**src/rtl/cap_timer_pkg.sv**
```systemverilog
package cap_timer_pkg;

   // register addresses
   localparam logic [2:0] ADR_CTRL   = 3'd0;
   localparam logic [2:0] ADR_CNT_H  = 3'd1;
   localparam logic [2:0] ADR_CNT_L  = 3'd2;
   localparam logic [2:0] ADR_RLD_H  = 3'd3;
   localparam logic [2:0] ADR_RLD_L  = 3'd4;
   localparam logic [2:0] ADR_CAP_H  = 3'd5;
   localparam logic [2:0] ADR_CAP_L  = 3'd6;

   // control byte bit positions
   localparam int CB_RUN  = 7;
   localparam int CB_RISE = 6;
   localparam int CB_SEL  = 4;
   localparam int CB_STAT = 3;

   typedef enum logic [1:0] {
      ISEL_BOTH   = 2'b00,
      ISEL_CAP    = 2'b01,
      ISEL_RLD    = 2'b10,
      ISEL_BOTH_B = 2'b11
   } isel_e;

   function automatic logic cap_irq_on(isel_e s);
      return s != ISEL_RLD;
   endfunction

   function automatic logic rld_irq_on(isel_e s);
      return s != ISEL_CAP;
   endfunction

endpackage

```
**src/rtl/cap_timer_edge.sv**
```systemverilog
module cap_timer_edge #(
   parameter int STAGES = 2
) (
   input  logic clk,
   input  logic rst_n,
   input  logic pin,
   input  logic rise_sel,
   output logic edge_hit
);

   logic [STAGES-1:0] sync_q;
   logic              prev_q;
   logic              cur;

   generate
      if (STAGES < 2) begin : g_bad_stages
         $error("cap_timer_edge: STAGES must be at least 2");
      end
   endgenerate

   always_ff @(posedge clk or negedge rst_n) begin
      if (!rst_n) begin
         sync_q <= '0;
         prev_q <= 1'b0;
      end else begin
         sync_q <= {sync_q[STAGES-2:0], pin};
         prev_q <= sync_q[STAGES-1];
      end
   end

   assign cur      = sync_q[STAGES-1];
   assign edge_hit = rise_sel ? (cur & ~prev_q) : (~cur & prev_q);

endmodule

```
**src/rtl/cap_timer_presc.sv**
```systemverilog
module cap_timer_presc #(
   parameter int PRE_W = 3
) (
   input  logic             clk,
   input  logic             rst_n,
   input  logic             run,
   input  logic [PRE_W-1:0] sel,
   output logic             tick
);

   localparam int DIV_W = (1 << PRE_W) - 1;
   localparam logic [DIV_W-1:0] ALL_ONES = '1;

   logic [DIV_W-1:0] div_q;
   logic [DIV_W-1:0] mask;

   always_ff @(posedge clk or negedge rst_n) begin
      if (!rst_n)    div_q <= '0;
      else if (!run) div_q <= '0;
      else           div_q <= div_q + 1'b1;
   end

   // sel = N selects the lowest N bits of the divider
   assign mask = ALL_ONES >> (DIV_W - int'(sel));
   assign tick = run && ((div_q & mask) == mask);

endmodule

```
**src/rtl/cap_timer_core.sv**
```systemverilog
module cap_timer_core #(
   parameter int CNT_W = 16
) (
   input  logic             clk,
   input  logic             rst_n,
   input  logic             run,
   input  logic             tick,
   input  logic             cap_hit,
   input  logic             cap_irq_en,
   input  logic             rld_irq_en,
   input  logic             cnt_we_hi,
   input  logic             cnt_we_lo,
   input  logic             cap_we_hi,
   input  logic             cap_we_lo,
   input  logic [7:0]       wdata,
   input  logic [CNT_W-1:0] reload,
   output logic [CNT_W-1:0] cnt,
   output logic [CNT_W-1:0] cap,
   output logic             status,
   output logic             irq
);

   localparam int HI_W = CNT_W - 8;
   localparam logic [CNT_W-1:0] ONE = CNT_W'(1);

   logic [CNT_W-1:0] cnt_q;
   logic [CNT_W-1:0] cap_q;
   logic             stat_q;
   logic             irq_q;
   logic             wrap;
   logic             take;
   logic             ev_cap;
   logic             ev_rld;

   assign wrap   = tick && (cnt_q == reload);
   assign take   = run && cap_hit;
   assign ev_cap = take && cap_irq_en;
   assign ev_rld = wrap && rld_irq_en;

   always_ff @(posedge clk or negedge rst_n) begin
      if (!rst_n) begin
         cnt_q <= ONE;
      end else if (tick) begin
         cnt_q <= wrap ? ONE : cnt_q + ONE;
      end else if (!run) begin
         if (cnt_we_hi) cnt_q[CNT_W-1:8] <= wdata[HI_W-1:0];
         if (cnt_we_lo) cnt_q[7:0]       <= wdata;
      end
   end

   always_ff @(posedge clk or negedge rst_n) begin
      if (!rst_n) begin
         cap_q <= '0;
      end else if (take) begin
         cap_q <= cnt_q;
      end else begin
         if (cap_we_hi) cap_q[CNT_W-1:8] <= wdata[HI_W-1:0];
         if (cap_we_lo) cap_q[7:0]       <= wdata;
      end
   end

   always_ff @(posedge clk or negedge rst_n) begin
      if (!rst_n) begin
         stat_q <= 1'b0;
         irq_q  <= 1'b0;
      end else begin
         irq_q <= ev_cap | ev_rld;
         if (ev_cap)      stat_q <= 1'b1;
         else if (ev_rld) stat_q <= 1'b0;
      end
   end

   assign cnt    = cnt_q;
   assign cap    = cap_q;
   assign status = stat_q;
   assign irq    = irq_q;

endmodule

```
**src/rtl/cap_timer.sv**
```systemverilog
module cap_timer
   import cap_timer_pkg::*;
#(
   parameter int CNT_W       = 16,
   parameter int PRE_W       = 3,
   parameter int SYNC_STAGES = 2
) (
   input  logic       clk,
   input  logic       rst_n,
   input  logic       reg_wr,
   input  logic [2:0] reg_addr,
   input  logic [7:0] reg_wdata,
   output logic [7:0] reg_rdata,
   input  logic       tmr_in,
   output logic       irq
);

   localparam int HI_W = CNT_W - 8;

   generate
      if (CNT_W < 9 || CNT_W > 16) begin : g_bad_cnt_w
         $error("cap_timer: CNT_W must lie in 9..16");
      end
      if (PRE_W < 1 || PRE_W > 3) begin : g_bad_pre_w
         $error("cap_timer: PRE_W must lie in 1..3");
      end
   endgenerate

   logic             run_q;
   logic             rise_q;
   isel_e            isel_q;
   logic [PRE_W-1:0] pre_q;
   logic [CNT_W-1:0] rld_q;

   logic             tick;
   logic             cap_hit;
   logic             cap_irq_en;
   logic             rld_irq_en;
   logic [CNT_W-1:0] cnt;
   logic [CNT_W-1:0] cap;
   logic             status;
   logic             wr_ctrl;
   logic             cnt_we_hi;
   logic             cnt_we_lo;
   logic             cnt_we_any;
   logic             cap_we_hi;
   logic             cap_we_lo;
   logic [15:0]      cnt_w;
   logic [15:0]      rld_w;
   logic [15:0]      cap_w;

   assign wr_ctrl    = reg_wr && (reg_addr == ADR_CTRL);
   assign cnt_we_hi  = reg_wr && (reg_addr == ADR_CNT_H);
   assign cnt_we_lo  = reg_wr && (reg_addr == ADR_CNT_L);
   assign cnt_we_any = (cnt_we_hi || cnt_we_lo) && !run_q;
   assign cap_we_hi  = reg_wr && (reg_addr == ADR_CAP_H);
   assign cap_we_lo  = reg_wr && (reg_addr == ADR_CAP_L);

   always_ff @(posedge clk or negedge rst_n) begin
      if (!rst_n) begin
         run_q  <= 1'b0;
         rise_q <= 1'b0;
         isel_q <= ISEL_BOTH;
         pre_q  <= '0;
      end else if (wr_ctrl) begin
         run_q  <= reg_wdata[CB_RUN];
         rise_q <= reg_wdata[CB_RISE];
         isel_q <= isel_e'(reg_wdata[CB_SEL +: 2]);
         pre_q  <= reg_wdata[PRE_W-1:0];
      end
   end

   always_ff @(posedge clk or negedge rst_n) begin
      if (!rst_n) begin
         rld_q <= '1;
      end else if (reg_wr) begin
         if (reg_addr == ADR_RLD_H) rld_q[CNT_W-1:8] <= reg_wdata[HI_W-1:0];
         if (reg_addr == ADR_RLD_L) rld_q[7:0]       <= reg_wdata;
      end
   end

   assign cap_irq_en = cap_irq_on(isel_q);
   assign rld_irq_en = rld_irq_on(isel_q);

   cap_timer_presc #(.PRE_W(PRE_W)) u_presc (
      .clk   (clk),
      .rst_n (rst_n),
      .run   (run_q),
      .sel   (pre_q),
      .tick  (tick)
   );

   cap_timer_edge #(.STAGES(SYNC_STAGES)) u_edge (
      .clk      (clk),
      .rst_n    (rst_n),
      .pin      (tmr_in),
      .rise_sel (rise_q),
      .edge_hit (cap_hit)
   );

   cap_timer_core #(.CNT_W(CNT_W)) u_core (
      .clk        (clk),
      .rst_n      (rst_n),
      .run        (run_q),
      .tick       (tick),
      .cap_hit    (cap_hit),
      .cap_irq_en (cap_irq_en),
      .rld_irq_en (rld_irq_en),
      .cnt_we_hi  (cnt_we_hi),
      .cnt_we_lo  (cnt_we_lo),
      .cap_we_hi  (cap_we_hi),
      .cap_we_lo  (cap_we_lo),
      .wdata      (reg_wdata),
      .reload     (rld_q),
      .cnt        (cnt),
      .cap        (cap),
      .status     (status),
      .irq        (irq)
   );

   assign cnt_w = 16'(cnt);
   assign rld_w = 16'(rld_q);
   assign cap_w = 16'(cap);

   always_comb begin
      unique case (reg_addr)
         ADR_CTRL:  reg_rdata = {run_q, rise_q, isel_q, status, 3'(pre_q)};
         ADR_CNT_H: reg_rdata = cnt_w[15:8];
         ADR_CNT_L: reg_rdata = cnt_w[7:0];
         ADR_RLD_H: reg_rdata = rld_w[15:8];
         ADR_RLD_L: reg_rdata = rld_w[7:0];
         ADR_CAP_H: reg_rdata = cap_w[15:8];
         ADR_CAP_L: reg_rdata = cap_w[7:0];
         default:   reg_rdata = 8'h00;
      endcase
   end

endmodule

```
**config.mk**
```make
export PLATFORM = sky130hd
export DESIGN_NAME = cap_timer
export DESIGN_NICKNAME = d
export VERILOG_FILES = /design/src/rtl/cap_timer_pkg.sv /design/src/rtl/cap_timer_edge.sv /design/src/rtl/cap_timer_presc.sv /design/src/rtl/cap_timer_core.sv /design/src/rtl/cap_timer.sv
export SDC_FILE = /design/constraint.sdc
export NUM_CORES = 1
export LEC_CHECK = 0
export BUFFER_PORTS_ARGS = -buffer_cell sky130_fd_sc_hd__buf_2
export CAP_MARGIN = 40
export CELL_PAD_IN_SITES_DETAIL_PLACEMENT = 0
export CELL_PAD_IN_SITES_GLOBAL_PLACEMENT = 1
export CORE_ASPECT_RATIO = 1.25
export CORE_MARGIN = 4
export CORE_UTILIZATION = 30
export CTS_CLUSTER_DIAMETER = 40
export CTS_CLUSTER_SIZE = 28
export DETAILED_ROUTE_END_ITERATION = 10
export PLACE_DENSITY_LB_ADDON = 0.1
export SLEW_MARGIN = 25
export SYNTH_ARGS = -nofsm -noshare
export SYNTH_HDL_FRONTEND = slang
export SYNTH_HIERARCHICAL = 1
export SYNTH_SLANG_ARGS = --single-unit
```
**constraint.sdc**
```tcl
create_clock -name clk -period 5.2 [get_ports clk]
set_input_delay 0.52 -clock clk [delete_from_list [all_inputs] [get_ports clk]]
set_output_delay 0.52 -clock clk [all_outputs]
set_load 0.02 [all_outputs]
```
==> results.md <==
- GP Congestion: ~0.76
- CTS Sinks: 67
- Leakage: ~0.0018 uW
- Boundary Pins: 24
- Total Power: 2221 uW
- DR iter-0 viols: 167
- Post-Syn Instances: 406
- Die W: roughly 110 microns
- Initial Util: 30.57%
- Critical Path Fanout Max: 32
- TritonCTS Buffers: 9
- Critical path type: flop to flop
- Die area: ~15,000 sq um
- Endpoints failing setup: 0
- Most common cell after layout, fill and taps aside: dfrtp_1
- Slew HR: roughly 44%
- Netlist Area Pre-Place: 4045 sq um
- Final hold viol count: 0
- Max-slew violations: 0
- Required time worst endpoint: 5380 ps
- First-pass GRT wire length: between 15 and 20 mm
- Compound-Gate Fraction of Synth Area: 12.12%
- Antenna violations before repair: 0
- Detail Route Antenna Nets: 0
- Core Region: 13,230 sq um
- Max-capacitance violation count: 0
- Post-Synth Adder-Cell Area: less than 1%
- Sw frac: roughly 37%
- Routed via count: 3,039
- Die Span Y: 137.8 microns
- Fillcell total: 1,353
- Vias per Instance: 5.133
- Reg-to-Reg Start: run_q
- First-pass iteration count of the detailed router: 4
- Final period utilization: 51.49%
- Yosys reg bits: 67
- Global Route Usage Sum: between 15 and 20%
- Clk Latency, worst-skew pair: ~330 ps
- Internal power: roughly 1400 uW
- Post-CTS setup buffer count: 0
- Most frequent cells in the layout: dfrtp_1 (50), nand2_1 (34), mux2i_1 (33)
- Post-synthesis mux area share: about 17%
- Met2 usage: 26.37%
- Antenna Cells: 0
- FF-to-FF path depth: 7
- Worst Skew: between 8 and 9 ps
- Asr flop ratio synth: 100.0%
- Unique masters post-synth: 53
- Vias in the first global route: 3,131
- H-tree depth: 3
- Largest net degree at the start of global routing: 43
- Clock buffer depth: 2
- Peak VDD IR: 0.1681 mV
- Global routing's busiest layer: met2
- Clk slew on worst S/H paths: ~60 ps
- Final HPWL DP: around 8.3 mm
- Final worst path period need: 2677 ps
- # DRC: 0
- Largest family of logic cells by synthesized area: simple AND/OR/NAND/NOR gates
- Crit. End Element: flop
- Part of the power in registers: 44.0%
- Worst Tran Pin Value: 837.4 ps
- TritonCTS clock tree: done
- Detailed Route WL: 11.81 mm
- PortBufs: 23
- XOR/XNOR Fraction of Synth Area: 5.196%
- Arrival @ worst endpoint: 2860 ps
- Root buf cell: clkbuf_16
- Main synth FF type: dfrtp_1
- Hold WC Path Type: primary input to async pin
- Fraction of layout cells with a size suffix above 1: 24.70%
- Post-CTS Resized: 0
- Hold-fix buffers at CTS: 0
- RSZ-0062 raised after global routing: no
- Power share of the clock group: 27.1%
- Grt ovf: 0
- Setup crit start kind: flop
- Synthesized net count: 423
- Logic pwr share: around 29%
- Total negative slack: 0 ps
- R2r endpoint: u_core/cnt[5]
- Fin nets: between 400 and 500
- # rows: 47
- Sw power: between 800 and 900 uW
- Syn. warnings: 6
- Routed length per placed instance: 19.94 microns
- Layout Area Growth over Synthesis: 13.18%
- EDFF count, synth: 0
- Status: completed
- Met1 usage: 21.43%
- Post-synthesis sequential area ratio: 41.97%
- Power per Cell Area: 485.1 nW/um^2
- Met3 Track Usage GR: 2.021%
- R2R setup slack: 2520 ps
- Syn Area/Cell: 9.963 sq um
- Simple-gate share of the synthesized area: 19.67%
- Fmax: 373.5 MHz
## cells in the mapped netlist (4+ instances only)
master | n | area (sq um)
buf_4 | 5 | 37.54
xnor2_1 | 20 | 175.2
o221ai_1 | 5 | 43.79
a2111oi_0 | 4 | 35.03
a221oi_1 | 4 | 35.03
nand3_1 | 12 | 60.06
a31oi_1 | 5 | 31.28
mux2i_1 | 33 | 330.3
xor2_1 | 4 | 35.03
o211ai_1 | 4 | 30.03
o21ai_0 | 29 | 145.1
buf_2 | 7 | 35.03
nor2_1 | 27 | 101.4
dfstp_2 | 17 | 446.7
clkbuf_1 | 13 | 48.80
nand2_1 | 34 | 127.6
nor2b_1 | 9 | 56.30
dfrtp_1 | 50 | 1251
nor4_1 | 5 | 31.28
nor3_1 | 5 | 25.02
and2_1 | 6 | 37.54
a21oi_1 | 18 | 90.09
mux2_2 | 30 | 337.8
and4b_1 | 4 | 40.04
nand2b_1 | 11 | 68.82
inv_1 | 5 | 18.77
## routing by layer
metal  up-vias  share of wire, %  routed length, microns
met5         -                 0                       0
met4         0               1.7                     202
met3        13               1.8                     210
met2        36                49                    5752
met1      1515                48                    5642
li1       1475                 -                       -
## critical path, stage by stage, from the launching register on
cell and delay [ps]:
dfrtp_1 650, nand2_1 170, a211oi_4 240, buf_4 340
nand2_1 100, nor4_1 260, and2_1 620, nor4_1 140
## worst max-delay path by stage
stage                           from       endpoint  cells past startpoint
finish                         run_q  u_core/cnt[5]                      7
global route                pre_q[1]  u_core/cnt[5]                      8
CTS                            run_q  u_core/cnt[5]                      7
detailed placement  u_presc/div_q[2]  u_core/cnt[5]                      8
global placement            pre_q[1]  u_core/cnt[5]                      8
floorplan                reg_addr[2]   reg_rdata[0]                      4
## registers in the layout (all words and copies together) (netlist names)
name	flops
u_core/cnt	16
u_edge/prev_q	1
rld_q	16
u_core/status	1
u_core/cap	16
isel_q	2
run_q	1
u_presc/div_q	7
u_edge/sync_q	2
rise_q	1
u_core/irq	1
pre_q	3
## metrics by stage
step	hold slack, ps	util [%]	setup WS [ps]	area [sq um]	instances
5_1_grt	275.3	34.60	2182	4578	592
4_1_cts	237.4	34.60	2485	4578	592
6_report	209.4	34.60	2523	4578	592
2_1_floorplan	224.4	-	3067	4045	406
3_5_place_dp	336.5	32.43	2493	4290	576
3_3_place_gp	344.2	32.43	2574	4290	576
## cells by family after synthesis
group	count (synthesis)
AO/OA/AOI/OAI	79
XOR/XNOR	24
adder cells (fa/ha/maj)	2
buffers and inverters	34
flip-flops	67
multiplexers	63
AND/OR/NAND/NOR	137
## power by group through the flow
stage / Combinational (uW) / Clock, uW / Sequential (uW)
after floorplan: 564 / 0 / 841
after global placement: 650 / 0 / 993
after detailed placement: 649 / 0 / 987
after CTS: 652 / 622 / 981
after global routing: 725 / 646 / 1010
final: 640 / 602 / 978
## area by class of cell
type / count / area [sq um] / area share, %
Clock buffer: 11 / 232.7 / 5.083
Clock inverter: 5 / 55.05 / 1.203
Inverter: 5 / 18.77 / 0.4099
Multi-Input combinational cell: 305 / 2207 / 48.21
Sequential cell: 67 / 1698 / 37.09
Tap cell: 171 / 214.0 / 4.673
Timing Repair Buffer: 28 / 152.6 / 3.334
Power figures use the tool's default switching activity.
